## src/rtl/frac_baud_pkg.sv

```systemverilog
// Shared constants for the fractional baud tick generator.
// Assumes the divisor is a whole part followed by a fraction field.
package frac_baud_pkg;
    localparam int unsigned DEF_INT_W  = 12;
    localparam int unsigned DEF_FRAC_W = 4;
    localparam int unsigned MID_SPAN   = 3;
endpackage

```

## src/rtl/fbt_div_hold.sv

```systemverilog
// Holds the divisor fields and the oversampling mode in use.
// Loads whenever load is high (disabled, or at a bit boundary). In 8x mode
// the top fraction bit is dropped here, so downstream logic sees F < 8.
module fbt_div_hold #(
    parameter int unsigned INT_W  = 12,
    parameter int unsigned FRAC_W = 4
) (
    input  logic                    clk,
    input  logic                    rst_n,
    input  logic                    load,
    input  logic [INT_W+FRAC_W-1:0] div_in,
    input  logic                    mode8_in,
    output logic [INT_W-1:0]        int_q,
    output logic [FRAC_W-1:0]       frac_q,
    output logic                    mode8_q
);
    // Capture the divisor fields and mode on a load request.
    always_ff @(posedge clk) begin
        if (!rst_n) begin
            int_q   <= '0;
            frac_q  <= '0;
            mode8_q <= 1'b0;
        end else if (load) begin
            int_q   <= div_in[INT_W+FRAC_W-1:FRAC_W];
            mode8_q <= mode8_in;
            frac_q  <= mode8_in ? {1'b0, div_in[FRAC_W-2:0]} : div_in[FRAC_W-1:0];
        end
    end
endmodule

```

## src/rtl/fbt_dither.sv

```systemverilog
// Fraction accumulator that chooses N or N+1 for each oversample period.
// extra is the carry that the coming step would produce. It is FRAC_W bits
// wide in 16x mode and one bit narrower in 8x mode.
module fbt_dither #(
    parameter int unsigned FRAC_W = 4
) (
    input  logic              clk,
    input  logic              rst_n,
    input  logic              clr,
    input  logic              step,
    input  logic              mode8,
    input  logic [FRAC_W-1:0] frac,
    output logic              extra
);
    logic [FRAC_W-1:0] acc;
    logic [FRAC_W:0]   sum;

    // Form the next accumulator sum and the carry out at the width for the mode.
    always_comb begin
        sum   = {1'b0, acc} + {1'b0, frac};
        extra = mode8 ? sum[FRAC_W-1] : sum[FRAC_W];
    end

    // Advance the accumulator by one step per oversample tick, modulo the mode width.
    always_ff @(posedge clk) begin
        if (!rst_n || clr) begin
            acc <= '0;
        end else if (step) begin
            acc <= mode8 ? {1'b0, sum[FRAC_W-2:0]} : sum[FRAC_W-1:0];
        end
    end
endmodule

```

## src/rtl/fbt_phase.sv

```systemverilog
// Clock counter and oversample index. Produces the three strobes.
// Assumes int_n >= 1 whenever run is high. The period in use is int_n + extra.
module fbt_phase #(
    parameter int unsigned INT_W  = 12,
    parameter int unsigned FRAC_W = 4
) (
    input  logic              clk,
    input  logic              rst_n,
    input  logic              clr,
    input  logic              run,
    input  logic              mode8,
    input  logic [INT_W-1:0]  int_n,
    input  logic              extra,
    output logic              os_tick,
    output logic              bit_tick,
    output logic              sample_tick
);
    localparam int unsigned CNT_W = INT_W + 1;
    localparam int unsigned OS16  = 1 << FRAC_W;
    localparam logic [FRAC_W-1:0] LAST16 = FRAC_W'(OS16 - 1);
    localparam logic [FRAC_W-1:0] LAST8  = FRAC_W'(OS16 / 2 - 1);
    localparam logic [FRAC_W-1:0] MID16  = FRAC_W'(OS16 / 2 - 1);
    localparam logic [FRAC_W-1:0] MID8   = FRAC_W'(OS16 / 4 - 1);
    localparam logic [FRAC_W-1:0] SPAN   = FRAC_W'(frac_baud_pkg::MID_SPAN - 1);

    logic [CNT_W-1:0]  cnt;
    logic [CNT_W-1:0]  len;
    logic [FRAC_W-1:0] idx;
    logic [FRAC_W-1:0] last_idx;
    logic [FRAC_W-1:0] mid_lo;

    // Decode the strobes from the counters and the period length in use.
    always_comb begin
        len         = {1'b0, int_n} + {{INT_W{1'b0}}, extra};
        last_idx    = mode8 ? LAST8 : LAST16;
        mid_lo      = mode8 ? MID8 : MID16;
        os_tick     = run && (cnt == len - CNT_W'(1));
        bit_tick    = os_tick && (idx == last_idx);
        sample_tick = os_tick && (idx >= mid_lo) && (idx <= mid_lo + SPAN);
    end

    // Count clocks within the current oversample period.
    always_ff @(posedge clk) begin
        if (!rst_n || clr) begin
            cnt <= '0;
        end else if (os_tick) begin
            cnt <= '0;
        end else if (run) begin
            cnt <= cnt + CNT_W'(1);
        end
    end

    // Count oversample ticks within the current bit.
    always_ff @(posedge clk) begin
        if (!rst_n || clr) begin
            idx <= '0;
        end else if (os_tick) begin
            idx <= (idx == last_idx) ? '0 : idx + FRAC_W'(1);
        end
    end
endmodule

```

## src/rtl/frac_baud_tick_gen.sv

```systemverilog
// Top of the fractional baud tick generator. Latches the divisor, dithers
// the oversample period between N and N+1 clocks, and emits the strobes.
// Assumes frame_start is a one-cycle pulse from the start-bit detector.
module frac_baud_tick_gen #(
    parameter int unsigned INT_W  = frac_baud_pkg::DEF_INT_W,
    parameter int unsigned FRAC_W = frac_baud_pkg::DEF_FRAC_W
) (
    input  logic                    clk,
    input  logic                    rst_n,
    input  logic                    enable,
    input  logic                    os8_mode,
    input  logic [INT_W+FRAC_W-1:0] divisor,
    input  logic                    frame_start,
    output logic                    os_tick,
    output logic                    bit_tick,
    output logic                    sample_tick
);
    logic [INT_W-1:0]  div_int;
    logic [FRAC_W-1:0] div_frac;
    logic              mode8_q;
    logic              run;
    logic              restart;
    logic              extra;

    // Run only with a valid whole part and outside a restart cycle.
    always_comb begin
        restart = !enable || frame_start;
        run     = enable && (div_int != '0) && !frame_start;
    end

    fbt_div_hold #(.INT_W(INT_W), .FRAC_W(FRAC_W)) u_hold (
        .clk     (clk),
        .rst_n   (rst_n),
        .load    (!enable || bit_tick),
        .div_in  (divisor),
        .mode8_in(os8_mode),
        .int_q   (div_int),
        .frac_q  (div_frac),
        .mode8_q (mode8_q)
    );

    fbt_dither #(.FRAC_W(FRAC_W)) u_dither (
        .clk  (clk),
        .rst_n(rst_n),
        .clr  (restart || bit_tick),
        .step (os_tick),
        .mode8(mode8_q),
        .frac (div_frac),
        .extra(extra)
    );

    fbt_phase #(.INT_W(INT_W), .FRAC_W(FRAC_W)) u_phase (
        .clk        (clk),
        .rst_n      (rst_n),
        .clr        (restart),
        .run        (run),
        .mode8      (mode8_q),
        .int_n      (div_int),
        .extra      (extra),
        .os_tick    (os_tick),
        .bit_tick   (bit_tick),
        .sample_tick(sample_tick)
    );
endmodule

```

## config.mk

```make
export PLATFORM = sky130hd
export DESIGN_NAME = frac_baud_tick_gen
export DESIGN_NICKNAME = d
export VERILOG_FILES = /design/src/rtl/frac_baud_pkg.sv /design/src/rtl/fbt_div_hold.sv /design/src/rtl/fbt_dither.sv /design/src/rtl/fbt_phase.sv /design/src/rtl/frac_baud_tick_gen.sv
export SDC_FILE = /design/constraint.sdc
export NUM_CORES = 1
export LEC_CHECK = 0
export BUFFER_PORTS_ARGS = -buffer_cell sky130_fd_sc_hd__buf_4
export CAP_MARGIN = 30
export CELL_PAD_IN_SITES_DETAIL_PLACEMENT = 1
export CELL_PAD_IN_SITES_GLOBAL_PLACEMENT = 2
export CORE_UTILIZATION = 28
export DETAILED_ROUTE_END_ITERATION = 6
export PLACE_DENSITY_LB_ADDON = 0.1
export SETUP_SLACK_MARGIN = 0.3
export SLEW_MARGIN = 5
export SYNTH_ARGS = -nofsm -noshare
export SYNTH_HDL_FRONTEND = slang
export SYNTH_SLANG_ARGS = --single-unit
```

## constraint.sdc

```tcl
create_clock -name clk -period 5.26 [get_ports clk]
set_clock_uncertainty 0.15 [all_clocks]
set_input_delay 0.789 -clock clk [delete_from_list [all_inputs] [get_ports clk]]
set_output_delay 0.789 -clock clk [all_outputs]
set_load 0.05 [all_outputs]
```

==> flow_summary.toml <==
[die]
die_x_um = 93.2
die-area_sq_mm = 0.00868
ios = 24
fp-row-count = 32
die_y_um = 93.2
start_util_pct = 29.5
core_sq_mm = 0.00789

[hold_path]
min_path_cells = 2
hold_class = "reg -> reg"

[synthesis]
synth_top_area_share_pct = 32.7
postSynthCellCount = 266
netlist_area_sq_mm = 0.00233
syn_area_per_cell_sq_um = 8.75
synth.most_common_cell = "dfxtp_1"
synthTopCellsByArea = "dfxtp_1 33%, ha_1 7.0%, o2bb2ai_1 6.4%"
ys_seq_elements = 38
ys_warn_count = 0
synth_top_cell_by_area = "dfxtp_1"
synth_flop_cell = "dfxtp_1"
synth_nets = 301
synth_edf_count = 0
synth_commonest_cells = "38 x dfxtp_1, 26 x nand3_1, 26 x nor2_1"
yosysSeqAreaShare_pct = 32.7
ys_types = 53
postSynth.asyncResetShare_pct = 0

[power]
swShare_pct = 28.1
p_per_area_mw_per_mm2 = 224
power_frac_clock_pct = 31.6
p_comb_share_pct = 18.4
p_int_uw = 444
seq_power_share_pct = 50.0
p_leak_uw = 0.000980
switching_power_uw = 174
power_uw = 617
ir_drop_mv = 0.0867

[clock_network]
cts_buffers = 5
clockBufferDepth = 2
clk_latency_ns = 0.29
clockRootBuffer = "clkbuf_8"
cts_tree = "done"
clkTransAtPathRegs_ns = 0.07
clock_sinks = 38
htreeDepth = 2

[sta]
period_needed_ns = 4.74
final.setup.tns_ns = 0
fmaxAchievable_ghz = 0.211
timing.final.ws_setup_ns = 0.522
drv_slew = 0
rsz0062_at_grt = "false"
finalSetupViolCount = 0
hold_viol_final = 0
period_share_pct = 90.1
worst_slew_pin_slew_ns = 0.857
slew_headroom_pct = 42.9

[critical_path]
r2r_cells = 17
cp-end-kind = "primary output"
cp.arrival_ns = 3.80
cp.required_ns = 4.32
crit_path_max_fanout = 14
slowest_stage = "or4b_2"
start_kind = "register"
critPathKind = "reg -> out"
crit_path_max_incr_delay_ns = 0.61
crit_chain = "ha_1 -> a21o_1 -> a21oi_1 -> xor2_1 -> nand2_1 -> o31ai_1 -> ha_2 -> ha_4 -> or4b_2 -> o31ai_1 -> nand4b_1 -> buf_6 -> nor3_2 -> buf_6"

[layout]
diodes = 0
drive_gt1_share_pct = 19.5
syn_to_final_growth_pct = 18.2
final_nets = 327

[detailed_routing]
drtIter0Drc = 51
first_pass_iters = 4
totalWireLength_um = 6370
routedWlPerCell_um = 16.2
via_per_inst = 5.09
via_count = 2006
drtAntennaViolNets = 0
drc = 0

[global_routing]
overflow = 0
grt_usage_pct = 16.3
grt_max_degree = 20
grt_pass1_vias = 2132
grt_pass1_wl_um = 10800
antenna_found_initial = 0

[place]
io_buffers = 23
hpwl_um = 4790
routabilityCongestion = 0.809
post-place-ws_ns = 0.766

[run_status]
status = "complete, no violations"

[run]
cap_violations = 0
-- metal layers --
metal / track usage, % / vias to the layer above / share of wire (%)
li1: - / 1013 / -
met1: 21.7 / 957 / 53
met2: 26.8 / 28 / 44
met3: 2.85 / 8 / 2.4
met4: 5.13 / 0 / 1.5
met5: 0 / - / 0
-- power groups by stage --
stage / clock network (uW) / registers (uW) / logic [uW]
CTS: 204 / 308 / 104
finish: 195 / 309 / 114
detailed placement: 0 / 315 / 104
floorplan: 0 / 310 / 74.0
global route: 217 / 310 / 127
global placement: 0 / 315 / 104
-- cells by family after synthesis --
family / count (synthesis) / share of synthesized area, %
multiplexers: 4 / 1.72
AND/OR/NAND/NOR: 111 / 26.9
adder cells (fa/ha/maj): 14 / 7.85
buffers and inverters: 22 / 3.98
AO/OA/AOI/OAI: 49 / 15.7
XOR/XNOR: 28 / 11.1
flip-flops: 38 / 32.7
-- cell type report --
class | instances | area (sq um)
inverters | 10 | 37.5
fillers | 911 | 5140
repair buffers | 31 | 240
well taps | 102 | 128
flip-flops and latches | 38 | 763
multi-input cells | 206 | 1510
clock buffers | 7 | 76.3
-- worst max-delay path, delay by kind of cell, from the launching register on --
family,cells,cell delay (ns)
xor+xnor,1,0.19
compound gates,4,0.86
buf+inv,2,0.36
flops,1,0.34
simple gates,4,1.05
fa+ha+maj,3,0.70
-- final timing paths --
| check | from | end | slack, ns |
|---|---|---|---|
| worst max-delay path | u_hold.frac_q[1]$_SDFFE_PN0P_ | sample_tick | 0.52 |
| worst min-delay path | u_hold.frac_q[3]$_SDFFE_PN0P_ | u_hold.frac_q[3]$_SDFFE_PN0P_ | 0.32 |
| worst max register to register | u_hold.frac_q[1]$_SDFFE_PN0P_ | u_hold.frac_q[0]$_SDFFE_PN0P_ | 1.16 |
| worst min register to register | u_hold.frac_q[3]$_SDFFE_PN0P_ | u_hold.frac_q[3]$_SDFFE_PN0P_ | 0.32 |
-- per-stage QoR --
step / util (%) / cell area (sq um) / hold WS, ns / std cells
global placement: 33.0 / 2600 / 0.306 / 382
CTS: 33.9 / 2680 / 0.325 / 389
finish: 34.9 / 2750 / 0.319 / 394
detailed placement: 33.0 / 2600 / 0.310 / 382
floorplan: - / 2330 / 0.286 / 266
global route: 34.9 / 2750 / 0.337 / 394
-- layout by cell type (no fill, tap or decap), drive strengths merged, types with 7 or more instances in the layout --
cell type  netlist  routed
xor2            13      13
inv             10      10
xnor2           14      14
nor2            26      26
nand4            9       9
dfxtp           38      38
o2bb2ai         17      17
buf              7      31
a21oi            9       9
nand2           15      15
clkbuf           5       7
nand3           26      26
ha              13      13
-- sequential cells by signal (all words and copies together), names as in the netlist --
name	cells
u_hold.mode8_q	1
u_hold.frac_q	4
u_phase.cnt	13
u_dither.acc	4
u_hold.int_q	12
u_phase.idx	4
-- repair_timing --
item / CTS / global route
hold buffers: 0 / 0
resized for setup: 0 / 10
buffers inserted: 0 / 5
endpoints found under the setup margin: 0 / 1
hold endpoints to repair: 0 / 0
Power figures use the tool's default switching activity.
